`src/rtl/audio_wave_pkg.sv`:
```
package audio_wave_pkg;

  localparam int PULSE_W   = 4;
  localparam int NOISE_W   = 5;
  localparam int MODE_W    = 4;
  localparam int NOISE_TAP = 2;

  // Strobes and feedback bits from control to datapath
  typedef struct packed {
    logic noiseStep;
    logic pulseStep;
    logic noiseIn;
    logic pulseIn;
  } stepCtrl_t;

  // Upper mode bits: feedback source of the 4-bit register
  typedef enum logic [1:0] {
    PSRC_POLY4  = 2'd0,
    PSRC_TOGGLE = 2'd1,
    PSRC_NOISE  = 2'd2,
    PSRC_DIV6   = 2'd3
  } pulseSrc_e;

  // Lower mode bits: advance gate of the 4-bit register and 5-bit feedback
  typedef enum logic [1:0] {
    GATE_FREE_LINK = 2'd0,
    GATE_FREE      = 2'd1,
    GATE_PAIR      = 2'd2,
    GATE_NOISE     = 2'd3
  } gate_e;

endpackage

```
`src/rtl/audio_wave_ctrl.sv`:
```
module audio_wave_ctrl
  import audio_wave_pkg::*;
#(
  parameter logic [NOISE_W-1:0] PAIR_A     = 5'b00011,
  parameter logic [NOISE_W-1:0] PAIR_B     = 5'b10010,
  parameter logic [PULSE_W-1:0] TRAP_STATE = 4'b1010
) (
  input  logic               tick,
  input  logic [MODE_W-1:0]  mode,
  input  logic [NOISE_W-1:0] noiseState,
  input  logic [PULSE_W-1:0] pulseState,
  output stepCtrl_t          ctrl
);

  pulseSrc_e srcSel;
  gate_e     gateSel;
  logic      holdPulse;
  logic      noiseFb;
  logic      pulseFb;
  logic      noiseZero;
  logic      pulseTrap;

  assign srcSel    = pulseSrc_e'(mode[MODE_W-1:MODE_W-2]);
  assign gateSel   = gate_e'(mode[1:0]);
  assign noiseZero = (noiseState == '0);
  assign pulseTrap = (pulseState == TRAP_STATE);

  // Advance gate of the 4-bit register
  always_comb begin
    unique case (gateSel)
      GATE_PAIR:  holdPulse = !((noiseState == PAIR_A) || (noiseState == PAIR_B));
      GATE_NOISE: holdPulse = !noiseState[0];
      default:    holdPulse = 1'b0;
    endcase
  end

  // Feedback into the top of the 5-bit register
  always_comb begin
    if (gateSel == GATE_FREE_LINK) begin
      noiseFb = (pulseState[0] ^ noiseState[0])
              | (noiseZero & pulseTrap)
              | (srcSel == PSRC_POLY4);
    end else begin
      noiseFb = (noiseState[NOISE_TAP] ^ noiseState[0]) | noiseZero;
    end
  end

  // Feedback into the top of the 4-bit register
  always_comb begin
    unique case (srcSel)
      PSRC_POLY4:  pulseFb = (pulseState[1] ^ pulseState[0]) & !pulseTrap
                           & (gateSel != GATE_FREE_LINK);
      PSRC_TOGGLE: pulseFb = !pulseState[PULSE_W-1];
      PSRC_NOISE:  pulseFb = !noiseState[0];
      default:     pulseFb = !pulseState[1] & (pulseState[PULSE_W-1:1] != '0);
    endcase
  end

  always_comb begin
    ctrl.noiseStep = tick;
    ctrl.pulseStep = tick & !holdPulse;
    ctrl.noiseIn   = noiseFb;
    ctrl.pulseIn   = pulseFb;
  end

endmodule

```
`src/rtl/audio_wave_dpath.sv`:
```
module audio_wave_dpath
  import audio_wave_pkg::*;
#(
  parameter logic [PULSE_W-1:0] PULSE_SEED = 4'b1111,
  parameter logic [NOISE_W-1:0] NOISE_SEED = 5'b00011
) (
  input  logic               clk,
  input  logic               rst_n,
  input  stepCtrl_t          ctrl,
  output logic [NOISE_W-1:0] noiseState,
  output logic [PULSE_W-1:0] pulseState,
  output logic               waveOut
);

  logic [PULSE_W-1:0] pulseNext;
  logic [NOISE_W-1:0] noiseNext;

  // Lower bits of the 4-bit register take the complement of their upper neighbour
  for (genvar i = 0; i < PULSE_W - 1; i++) begin : g_pulseShift
    assign pulseNext[i] = ~pulseState[i+1];
  end
  assign pulseNext[PULSE_W-1] = ctrl.pulseIn;

  assign noiseNext = {ctrl.noiseIn, noiseState[NOISE_W-1:1]};

  always_ff @(posedge clk or negedge rst_n) begin
    if (!rst_n) begin
      noiseState <= NOISE_SEED;
      pulseState <= PULSE_SEED;
    end else begin
      if (ctrl.noiseStep) noiseState <= noiseNext;
      if (ctrl.pulseStep) pulseState <= pulseNext;
    end
  end

  // Stored value is the complement of the waveform level
  assign waveOut = ~pulseState[0];

endmodule

```
`src/rtl/audio_wave_gen.sv`:
```
module audio_wave_gen
  import audio_wave_pkg::*;
#(
  parameter logic [PULSE_W-1:0] PULSE_SEED = 4'b1111,
  parameter logic [NOISE_W-1:0] NOISE_SEED = 5'b00011,
  parameter logic [NOISE_W-1:0] PAIR_A     = 5'b00011,
  parameter logic [NOISE_W-1:0] PAIR_B     = 5'b10010
) (
  input  logic              clk,
  input  logic              rst_n,
  input  logic              tick,
  input  logic [MODE_W-1:0] mode,
  output logic              waveOut
);

  stepCtrl_t          ctrl;
  logic [NOISE_W-1:0] noiseState;
  logic [PULSE_W-1:0] pulseState;

  audio_wave_ctrl #(
    .PAIR_A (PAIR_A),
    .PAIR_B (PAIR_B)
  ) u_ctrl (
    .tick       (tick),
    .mode       (mode),
    .noiseState (noiseState),
    .pulseState (pulseState),
    .ctrl       (ctrl)
  );

  audio_wave_dpath #(
    .PULSE_SEED (PULSE_SEED),
    .NOISE_SEED (NOISE_SEED)
  ) u_dpath (
    .clk        (clk),
    .rst_n      (rst_n),
    .ctrl       (ctrl),
    .noiseState (noiseState),
    .pulseState (pulseState),
    .waveOut    (waveOut)
  );

endmodule

```
`config.mk`:
```
export PLATFORM = sky130hd
export DESIGN_NAME = audio_wave_gen
export DESIGN_NICKNAME = d
export VERILOG_FILES = /design/src/rtl/audio_wave_pkg.sv /design/src/rtl/audio_wave_ctrl.sv /design/src/rtl/audio_wave_dpath.sv /design/src/rtl/audio_wave_gen.sv
export SDC_FILE = /design/constraint.sdc
export NUM_CORES = 1
export LEC_CHECK = 0
export ABC_CLOCK_PERIOD_IN_PS = 4330
export BUFFER_PORTS_ARGS = -buffer_cell sky130_fd_sc_hd__buf_2
export CAP_MARGIN = 15
export CORE_AREA = 2 2 39 41
export CTS_BUF_LIST = sky130_fd_sc_hd__clkbuf_4
export DETAILED_ROUTE_END_ITERATION = 8
export DIE_AREA = 0 0 41 43
export SETUP_SLACK_MARGIN = 0.3
export SYNTH_ARGS = -nofsm -noshare
export SYNTH_HDL_FRONTEND = slang
export SYNTH_SLANG_ARGS = --single-unit
```
`constraint.sdc`:
```
create_clock -name clk -period 4.33 [get_ports clk]
set_clock_uncertainty 0.2 [all_clocks]
set_input_delay 0.866 -clock clk [delete_from_list [all_inputs] [get_ports clk]]
set_output_delay 0.866 -clock clk [all_outputs]
set_load 0.02 [all_outputs]
```
[Word level (Yosys, flattened, before mapping)]
Index checks and enable logic that the tools add are counted.
Cells by class
  equal/unequal tests: 7
  muxes and demuxes: 3
  bitwise gates (word level): 15
  reduce and logical (&&, ||, !) cells: 12
Operator list (count)
  == test 2 bit, second input constant: 3
  logical NOT 1 bit: 6
  AND 1 bit: 5
  == test 5 x 2 -> 1 bit, second input constant: 1
  == test 5 bit, second input constant: 1
  logical NOT 5 bit: 1
  == test 4 bit, second input constant: 1
  logical NOT 2 bit: 2
  inverter 1 bit: 4
  bitwise OR 1 bit: 3
  one-hot mux 1 bit (3 select lines): 1
  nonzero test 3 bit: 1
  bitwise XOR 1 bit: 3
  == test 2 x 1 -> 1 bit, second input constant: 1
  one-hot mux 1 bit (2 select lines): 1
  nonzero test 2 bit: 1
  logical OR 1 bit: 1
  two-way mux 1 bit: 1
Storage, ports and cells
  bits in registers: 9
  bits of input ports: 7
  output and inout bits: 1
  word-level logic and storage cells: 39

[Logic depth before layout (Yosys ltp)]
  word-level depth: 6
  gate-level depth with buffers: 6
  mapped depth without buffers: 5

[Modules after synthesis]
A second synthesis with hierarchy kept.
Second synthesis, totals
  cells, all modules: 51
  area, all modules: 533.0 um2
By module, submodules not included
  audio_wave_dpath: times used 1, cells an instance 21, area an instance 340.3 um2, seq. area each 232.7 um2
  audio_wave_ctrl: times used 1, cells an instance 30, area an instance 192.7 um2, seq. area each 0.0 um2

[Worst setup path before layout]
OpenSTA, ideal clock, no wires.
  path type: in2reg
  start: input port mode[0]
  end: register u_dpath.pulseState[3]
  setup time: 0.099 ns
  arrival time: 1.952 ns
  required time: 4.031 ns
  path slack: 2.078 ns
  cell stages on the path: 5
  buffers on the path: 0
  path through: or3b_1 a2111oi_2 a21o_4 o21a_1 a211oi_2
Between the ends
  cells in the longest elaborated chain, start to end: 4
  elaborated cells between the ends (all ways): 8
  those cells by class: eq/ne (2); mux (2); bitwise (2); reduce/logical (2)
RTL lines
  start, declared: line audio_wave_gen.sv:12  | input logic [MODE_W-1:0] mode,
  == test 2 bit: line audio_wave_ctrl.sv:30  | unique case (gateSel)
  one-hot mux 1 bit (2 select lines): line audio_wave_ctrl.sv:30
  logical NOT 1 bit: line audio_wave_ctrl.sv:61  | ctrl.pulseStep = tick & !holdPulse;
  AND 1 bit: line audio_wave_ctrl.sv:61
  end signal, assigned: line audio_wave_dpath.sv:32  | if (ctrl.pulseStep) pulseState <= pulseNext;
  end, declared: line audio_wave_dpath.sv:11  | output logic [PULSE_W-1:0] pulseState,
Parallel ways exist; a longest one is shown, timed or not.
A chain may end at the register's enable or synchronous reset.

[Worst setup path in the final report]
Ends and elaborated chain as after synthesis.

==> metrics.txt <==
Slowest-stage cell, CP a2111oi_2; crit path DAT 2.12 ns; row count 14; CP delay by family, top compound AO/OA/AOI/OAI gates; worst r2r path cells 5; Slew @ Worst Pin 0.5126 ns; Post-DP HPWL 689.7 um; post-CTS setup repair buffer count 0; share of cells above drive strength 1 36.92%; switching power share of the total 35.07%; Placed Cells 77; Post-Synth XOR/XNOR Area 3.248%; worst setup path class input pin to register; #FFs+latches synth 9; vias in the first global route 390; setup TNS 0 ns; Clock Power Share 17.2%; Starting DRT DRC Count 4; final hold slack 0.2502 ns; # Max-Cap Violations 0; Crit. End Element register; Pwr per Cell Area 661.9 nW/um2; I/O pins 8; fillcell total 135; critical path peak fanout 8; antenna viol nets, final 0; CTS root buf clkbuf_4; post-synthesis mux area share 6.265%; routed len/inst 10.62 um; CP peak stage delay 0.41 ns; Flop pwr share 49.1%; net switching power 141.5 uW; Clk pin slew, worst setup/hold paths 0.06 ns; sequential element share of the synthesized area 43.16%; Tcrit/Tclk final 49.58%; adder-cell share of the synthesized area 0%; grt ovf 0; combinational share of power 33.8%; Synth Cell Area 539.3 um2; Relative slew margins 64.94%; first drt pass iteration count 2; reg-to-reg startpoint u_dpath.noiseState[0]$_DFFE_PN1P_; die area 1763 um2; PortBufs 7; largest net degree at the start of global routing 10; first-pass GRT wire length 1552 um; DRC violations left 0; Vias 402; worst path required time 4.30 ns; initial core utilization 38.97%; CP Cell Sequence buf_2, or3b_1, a2111oi_2, a21o_4, o21a_1, a211oi_2; n_diodes 0; htree depth 1; Area Overhead vs Synth 12.99%; Post-layout nets 73; Skew-Pair Late Insertion Delay 0.26 ns; die height 43 um; Synth Area in Compound Gates 22.74%; outcome finished, final reports clean; Max IR drop VDD 0.1950 mV; CTS resizes 0; Hold Crit Class input pin to async pin; Synth Warn # 0; Synth Area in Simple Gates 18.33%; gate count of the mapped netlist 56; Die Wd 41 um; Critical path buffers and inverters 1; unrepaired setup endpoints after global routing false; Post-Syn Nets 63; vias per inst 4.963; internal power 261.9 uW; clk buf depth 2; main combinational cell family by area after synthesis compound AO/OA/AOI/OAI gates; Max Freq 465.8 MHz; clock net sink count 9; post-route insts no fill 81; initial antenna violation count 0; Pleak 0.0002511 uW; syn avg cell area 9.630 um2; Tmin final 2.147 ns; Worst Setup Start Kind input pin; Yosys cell types 26; Final GP Congestion 0.6569; hold buffer count at CTS 0; R2R Setup Slk 2.46 ns; Final Hold Viols 0; r2r endpoint u_dpath.pulseState[3]$_DFFE_PN1P_; final wirelength 860 um; final setup fails 0; Tot GR Track Use 13.25%; TritonCTS clock tree built; CTS Buf Count 3; final slew viol count 0; core area 1384 um2
==> logic make-up after synthesis <==
group | Yosys count
AND/OR/NAND/NOR | 19
flip-flops | 9
XOR/XNOR | 2
AO/OA/AOI/OAI | 16
buffers and inverters | 7
multiplexers | 3
==> registers in the layout (all words and copies together), names as in the netlist <==
register / cells
u_dpath.noiseState: 5
u_dpath.pulseState: 4
==> synthesized netlist by cell type <==
| master | n | area share [%] |
|---|---|---|
| dfstp_2 | 6 | 29 |
| a21oi_1 | 5 | 4.6 |
| inv_1 | 5 | 3.5 |
| nor2_1 | 5 | 3.5 |
| nand2_1 | 4 | 2.8 |
| dfrtp_1 | 3 | 14 |
| mux2_2 | 3 | 6.3 |
| nand2b_1 | 3 | 3.5 |
| o21ai_0 | 3 | 2.8 |
| nor2b_1 | 2 | 2.3 |
| xnor2_1 | 2 | 3.2 |
| a2111oi_0 | 1 | 1.6 |
| a2111oi_2 | 1 | 2.8 |
| a211oi_2 | 1 | 2.3 |
| a21o_4 | 1 | 2.8 |
| buf_6 | 1 | 2.1 |
| clkbuf_1 | 1 | 0.70 |
| nor2_2 | 1 | 1.2 |
| nor3_1 | 1 | 0.93 |
| nor4_1 | 1 | 1.2 |
| o211ai_1 | 1 | 1.4 |
| o21a_1 | 1 | 1.4 |
| o221ai_1 | 1 | 1.6 |
| o31ai_1 | 1 | 1.4 |
| or3b_1 | 1 | 1.6 |
| or4_1 | 1 | 1.4 |
==> cell usage in the layout, fill, tap and decap left out, drive strengths merged <==
| master | count |
|---|---|
| or4 | 1 |
| nand2b | 3 |
| mux2 | 3 |
| clkbuf | 4 |
| nor2 | 6 |
| nor3 | 1 |
| a2111oi | 2 |
| inv | 5 |
| o21ai | 3 |
| o221ai | 1 |
| dfstp | 6 |
| nand2 | 4 |
| a211oi | 1 |
| o21a | 1 |
| a21o | 1 |
| nor2b | 2 |
| o211ai | 1 |
| a21oi | 5 |
| or3b | 1 |
| buf | 7 |
| dfrtp | 3 |
| nor4 | 1 |
| o31ai | 1 |
| xnor2 | 2 |
==> routing by layer <==
layer  vias to the layer above  routed length, um  global-route usage, %
met3                         2                 22                  3.141
met2                         7                378                  18.13
met5                         -                  0                      0
met4                         0                 21                  10.00
met1                       178                437                  17.23
li1                        215                  -                      -
==> per-stage QoR <==
stage	setup slack [ns]	util, %	power, uW	area, um2
after floorplan	2.078	-	310.2	539.3
after global placement	1.894	41.86	337.8	579.3
after detailed placement	1.897	41.86	337.8	579.3
after CTS	2.174	44.03	410.6	609.3
after global routing	2.083	44.03	440.4	609.3
final	2.183	44.03	403.3	609.3
==> power groups by stage <==
stage | Clock (uW) | Sequential, uW | Combinational, uW
after CTS | 73.1 | 199 | 138
after floorplan | 0 | 180 | 130
after global placement | 0 | 201 | 137
final | 69.3 | 198 | 136
after detailed placement | 0 | 201 | 137
after global routing | 74.3 | 209 | 157
==> worst max-delay path by stage <==
stage,slack (ns),cells past startpoint,startpoint,to
final,2.18,6,mode[0],u_dpath.pulseState[3]$_DFFE_PN1P_
after global routing,2.08,6,mode[0],u_dpath.pulseState[3]$_DFFE_PN1P_
after CTS,2.17,6,mode[0],u_dpath.pulseState[3]$_DFFE_PN1P_
after detailed placement,1.90,6,mode[0],u_dpath.pulseState[3]$_DFFE_PN1P_
after global placement,1.89,6,mode[0],u_dpath.pulseState[3]$_DFFE_PN1P_
after floorplan,2.08,5,mode[0],u_dpath.pulseState[3]$_DFFE_PN1P_
==> final cells by class <==
class	instances	area, um2	area share (%)
repair buffers	7	35.03	5.749
inverters	5	18.77	3.080
flip-flops and latches	9	232.7	38.19
clock buffers	4	30.03	4.928
well taps	16	20.02	3.285
multi-input cells	40	272.8	44.76
(Power assumes the default switching activity.)
